## src/rtl/standby_pkg.sv

```systemverilog
package standby_pkg;
  typedef enum logic [2:0] {
    MODE_RUN    = 3'd0,
    MODE_HALT   = 3'd1,
    MODE_STOP   = 3'd2,
    MODE_DEEP   = 3'd3,
    MODE_HALT_H = 3'd4
  } sby_mode_e;

  localparam int unsigned SEL_W     = 4;
  localparam int unsigned BIT_HALT  = 0;
  localparam int unsigned BIT_STOP  = 1;
  localparam int unsigned BIT_DEEP  = 2;
  localparam int unsigned BIT_HALTH = 3;

  typedef struct packed {
    logic cpu;
    logic periph;
    logic hs;
    logic ls;
  } clk_en_t;
endpackage

```

## src/rtl/sby_pending.sv

```systemverilog
module sby_pending #(
  parameter int unsigned N_IRQ = 16
) (
  input  logic [N_IRQ-1:0] irq_en_i,
  input  logic [N_IRQ-1:0] irq_req_i,
  output logic             pending_o
);
  logic [N_IRQ-1:0] hit;

  for (genvar g = 0; g < N_IRQ; g++) begin : g_src
    assign hit[g] = irq_en_i[g] & irq_req_i[g];
  end

  assign pending_o = |hit;
endmodule

```

## src/rtl/sby_decode.sv

```systemverilog
module sby_decode
  import standby_pkg::*;
#(
  parameter int unsigned CTRL_W = 8
) (
  input  logic [CTRL_W-1:0] wr_data_i,
  input  logic              stop_accept_i,
  input  logic              pending_i,
  input  logic              hosc_sel_i,
  input  logic              hosc_stat_i,
  input  logic              losc_sel_i,
  input  logic              losc_stat_i,
  output logic              none_o,
  output logic              ok_o,
  output sby_mode_e         target_o
);
  localparam int unsigned CNT_W = $clog2(SEL_W + 1);

  logic [SEL_W-1:0] sel;
  logic [CNT_W-1:0] n_set;
  logic             multi;
  logic             hosc_busy, losc_busy;
  logic             blocked;
  logic             unused_hi;

  assign sel       = wr_data_i[SEL_W-1:0];
  assign unused_hi = ^wr_data_i[CTRL_W-1:SEL_W];

  always_comb begin
    n_set = '0;
    for (int i = 0; i < SEL_W; i++) n_set = n_set + CNT_W'(sel[i]);
  end

  assign none_o    = (n_set == '0);
  assign multi     = (n_set > CNT_W'(1));
  assign hosc_busy = hosc_sel_i & hosc_stat_i;
  assign losc_busy = losc_sel_i & losc_stat_i;

  always_comb begin
    target_o = MODE_RUN;
    blocked  = 1'b0;
    if (sel[BIT_HALT]) begin
      target_o = MODE_HALT;
      blocked  = pending_i;
    end else if (sel[BIT_STOP]) begin
      target_o = MODE_STOP;
      blocked  = pending_i | ~stop_accept_i | hosc_busy;
    end else if (sel[BIT_DEEP]) begin
      target_o = MODE_DEEP;
      blocked  = pending_i | hosc_busy | losc_busy;
    end else if (sel[BIT_HALTH]) begin
      target_o = MODE_HALT_H;
      blocked  = hosc_busy;
    end
  end

  assign ok_o = ~none_o & ~multi & ~blocked;
endmodule

```

## src/rtl/sby_clkmap.sv

```systemverilog
module sby_clkmap
  import standby_pkg::*;
(
  input  sby_mode_e mode_i,
  output clk_en_t   en_o
);
  always_comb begin
    en_o = '{cpu: 1'b1, periph: 1'b1, hs: 1'b1, ls: 1'b1};
    unique case (mode_i)
      MODE_HALT:   en_o.cpu = 1'b0;
      MODE_HALT_H: begin
        en_o.cpu = 1'b0;
        en_o.hs  = 1'b0;
      end
      MODE_DEEP: begin
        en_o.cpu    = 1'b0;
        en_o.periph = 1'b0;
      end
      MODE_STOP:   en_o = '0;
      default:     ;
    endcase
  end
endmodule

```

## src/rtl/standby_ctrl.sv

```systemverilog
module standby_ctrl
  import standby_pkg::*;
#(
  parameter int unsigned N_IRQ  = 16,
  parameter int unsigned CTRL_W = 8
) (
  input  logic              clk_i,
  input  logic              rst_ni,
  input  logic              wr_en_i,
  input  logic [CTRL_W-1:0] wr_data_i,
  input  logic              stop_accept_i,
  input  logic [N_IRQ-1:0]  irq_en_i,
  input  logic [N_IRQ-1:0]  irq_req_i,
  input  logic              mie_i,
  input  logic              hosc_sel_i,
  input  logic              hosc_stat_i,
  input  logic              losc_sel_i,
  input  logic              losc_stat_i,
  output logic [2:0]        mode_o,
  output logic              cpu_clk_en_o,
  output logic              periph_clk_en_o,
  output logic              hs_clk_en_o,
  output logic              ls_clk_en_o,
  output logic              entry_rejected_o,
  output logic              wake_o,
  output logic              irq_service_o
);
  sby_mode_e mode_q, target;
  logic      pending, none, ok;
  logic      rej_q, wake_q, svc_q;
  clk_en_t   clk_en;

  sby_pending #(.N_IRQ(N_IRQ)) u_pending (
    .irq_en_i (irq_en_i),
    .irq_req_i(irq_req_i),
    .pending_o(pending)
  );

  sby_decode #(.CTRL_W(CTRL_W)) u_decode (
    .wr_data_i    (wr_data_i),
    .stop_accept_i(stop_accept_i),
    .pending_i    (pending),
    .hosc_sel_i   (hosc_sel_i),
    .hosc_stat_i  (hosc_stat_i),
    .losc_sel_i   (losc_sel_i),
    .losc_stat_i  (losc_stat_i),
    .none_o       (none),
    .ok_o         (ok),
    .target_o     (target)
  );

  always_ff @(posedge clk_i or negedge rst_ni) begin
    if (!rst_ni) begin
      mode_q <= MODE_RUN;
      rej_q  <= 1'b0;
      wake_q <= 1'b0;
      svc_q  <= 1'b0;
    end else begin
      rej_q  <= 1'b0;
      wake_q <= 1'b0;
      svc_q  <= 1'b0;
      if (mode_q == MODE_RUN) begin
        if (wr_en_i && !none) begin
          if (ok) mode_q <= target;
          else    rej_q  <= 1'b1;
        end
      end else if (pending) begin
        mode_q <= MODE_RUN;
        wake_q <= 1'b1;
        svc_q  <= mie_i;
      end
    end
  end

  sby_clkmap u_clkmap (
    .mode_i(mode_q),
    .en_o  (clk_en)
  );

  assign mode_o           = mode_q;
  assign cpu_clk_en_o     = clk_en.cpu;
  assign periph_clk_en_o  = clk_en.periph;
  assign hs_clk_en_o      = clk_en.hs;
  assign ls_clk_en_o      = clk_en.ls;
  assign entry_rejected_o = rej_q;
  assign wake_o           = wake_q;
  assign irq_service_o    = svc_q;
endmodule

```

## config.mk

```make
export PLATFORM = sky130hd
export DESIGN_NAME = standby_ctrl
export DESIGN_NICKNAME = d
export VERILOG_FILES = /design/src/rtl/standby_pkg.sv /design/src/rtl/sby_pending.sv /design/src/rtl/sby_decode.sv /design/src/rtl/sby_clkmap.sv /design/src/rtl/standby_ctrl.sv
export SDC_FILE = /design/constraint.sdc
export NUM_CORES = 1
export LEC_CHECK = 0
export BUFFER_PORTS_ARGS = -buffer_cell sky130_fd_sc_hd__buf_2
export CORE_MARGIN = 8
export CORE_UTILIZATION = 31
export DETAILED_ROUTE_END_ITERATION = 6
export GPL_TIMING_DRIVEN = 1
export HOLD_SLACK_MARGIN = 0.12
export PLACE_DENSITY_LB_ADDON = 0.05
export SLEW_MARGIN = 40
export SYNTH_ARGS = -nofsm -noshare
export SYNTH_HDL_FRONTEND = slang
export SYNTH_HIERARCHICAL = 1
export SYNTH_SLANG_ARGS = --single-unit
```

## constraint.sdc

```tcl
create_clock -name clk_i -period 1.35 [get_ports clk_i]
set_clock_uncertainty 0.1 [all_clocks]
set_input_delay 0.27 -clock clk_i [delete_from_list [all_inputs] [get_ports clk_i]]
set_output_delay 0.27 -clock clk_i [all_outputs]
set_load 0.05 [all_outputs]
```

==> out/results.txt <==
Synthesized area per cell - 9.72 sq um
Max FO, Critical Path - 4
Die Ht - 59.7 um
Max Cap Viol - 0
Row Count - 16
Crit path cell chain - buf_8 > inv_8 > fa_1 > inv_1 > ha_2 > inv_2 > ha_4 > nor3_4 > a21oi_2 > o311a_1 > buf_6 > nor4b_4
Remaining DRCs - 0
Final nets - 191
Root buffer cell - clkbuf_4
FF+latch count, synth - 6
Clk_lat worst skew - 0.24 ns
Num CTS Buffers - 3
Final ANT Viol Nets - 0
Vias per std cell - 4.73
Vias in the first global route - 826
Via count - 771
Cell variety after synth - 30
Final GP Congestion - 0.708
Power per cell area - 617 nW/um^2
Largest net degree at the start of global routing - 7
Non-Filler Instances - 163
Core ar. - 1880 sq um
Layout cells sized above 1 - 76.5%
Fin. max-slew vios - 0
Startpoint types - primary input
Die W - 59.7 um
RSZ-0062 raised after global routing - yes
Die area - 3570 sq um
Commonest non-fill, non-tap cells in the layout - buf_2 (45), buf_4 (13), buf_6 (7), inv_1 (5), a221oi_2 (5)
Drt wl/cell - 12.5 um
Routed WL - 2.04 mm
Initial Util - 31.5%
Synth Net Count - 115
Post-synth top area share - 25.3%
Leading area contributor after synthesis - dfrtp_1
Initial antenna violation count - 0
Fill cells - 173
Largest stage delay, worst path - 0.52 ns
VDD IR max - 519 uV
Max Clk Rate - 0.491 GHz
Post-synthesis sequential area ratio - 25.3%
Ys flop type - dfrtp_1
Setup ws final - -0.688 ns
Most common cell after layout, fill and taps aside - buf_2
IO Port Bufs - 54
Largest cells by area after synthesis - dfrtp_1 (25%), a221oi_2 (13%), ha_1 (8.4%)
Cell leakage power - 0.616 nW
Status - finished, violations left
Clock-pin slew on the worst setup and hold paths - 0.04 ns
CTS tree - done
Ant diodes - 0
Total power - 0.000771 W
Critical Path Slowest Stage Cell - fa_1
Least-Margin Pin Slew - 0.255 ns
Clk sinks - 6
WP data required - 1.40 ns
Rel. slew slack - 83.1%
Area grow syn2layout - 111%
Pre-antenna DRT Iters - 4
Mapped Cells - 61
Placed cells - 151
Worst setup EP type - register
I/O Pins - 59
Final hold violation count - 0
Sum of negative setup slack - -3.78 ns
Drt first-iter violations - 13
Failing checks - negative setup slack
Clk buf depth - 2
Post-route minimum period - 2.04 ns
Grt ovf - 0
CTS H-Tree Depth - 1
Post-Syn Area - 593 sq um
Synth warn - 6
First-pass GRT wire length - 3.20 mm
Crit path kind - in2reg
CP arrival - 2.08 ns
Path category of the worst min-delay check - in2reg
Total track usage - 11.1%
Post-synth EDFFs - 0
# setup viols final - 12
Final Cycle Share - 151%
Fraction of registers with async set/reset - 100%
## worst paths after layout
check                             start          endpoint  slack, ns  cells past startpoint
min                               mie_i     irq_service_o       0.19                      2
max reg2reg                   mode_o[1]  entry_rejected_o      -0.09                      3
min reg2reg                   mode_o[0]         mode_o[0]       0.53                      2
max in group asynchronous        rst_ni         mode_o[2]       0.70                      2
min in group asynchronous        rst_ni            wake_o       0.28                      2
max                        wr_data_i[3]  entry_rejected_o      -0.69                     12
## metrics by stage
step,instance area [sq um],utilization [%],hold slack [ns],worst slack (ns)
final,1250,66.4,0.190,-0.688
after global routing,1250,66.4,0.192,-0.763
after CTS,1190,63.4,0.187,-0.697
after detailed placement,1040,55.5,-0.00135,-1.11
after global placement,1040,55.5,-0.00219,-1.01
after floorplan,676,-,-0.126,-0.804
## layout make-up
type	instances	area, sq um	share of cell area [%]
Timing Repair Buffer	72	499	40.0
Clock buffer	4	26.3	2.10
Multi-Input combinational cell	45	492	39.4
Inverter	9	41.3	3.31
Sequential cell	6	156	12.5
Tap cell	27	33.8	2.71
## worst max-delay path, delay by kind of cell
family                     cells  cell delay [ns]
AOI/OAI and AO/OA              2             0.20
buffers and inverters          5             0.39
adders and majority gates      3             0.90
and+or+nand+nor                2             0.33
## synth_stat cells, types with 3 or more instances
cell type  count
a22o_1         4
nand2_1        4
nand4b_1       3
nor2_1         3
a221oi_2       5
inv_1          8
o22ai_1        3
ha_1           4
dfrtp_1        6
## per-layer routing
metal,share of wire (%),vias up,global-route usage [%]
met5,0,-,0
met4,0,0,1.02
met3,6.8,0,4.09
met2,54,40,21.1
met1,39,352,11.5
li1,-,379,-
## kinds of logic (layout without fill, tap and decap cells)
kind of cell    count (synthesis)  in the layout  synth area share, %
fa+ha+maj                       5              5                 11.8
flops                           6              6                 25.3
simple gates                   21             21                 25.5
buf+inv                        10             85                 6.54
compound gates                 18             18                 29.3
xor+xnor                        1              1                 1.48
## sequential cells by signal, summed over array words and instances, names as in the netlist
signal,count
wake_o,1
mode_o,3
entry_rejected_o,1
irq_service_o,1
## where the power goes
group / switching [W] / total, W / internal [W]
Sequential: 0.00000711 / 0.000199 / 0.000192
Combinational: 0.000192 / 0.000394 / 0.000202
Clock: 0.0000660 / 0.000178 / 0.000112
## timing repair
item / 4_1_cts / 5_1_grt
endpoints found under the setup margin: 12 / 13
hold endpoints to repair: 6 / 0
gates resized for setup: 24 / 6
pin swaps: 9 / 7
setup buffers: 3 / 5
hold buffers: 1 / 0
(Power assumes the default switching activity.)
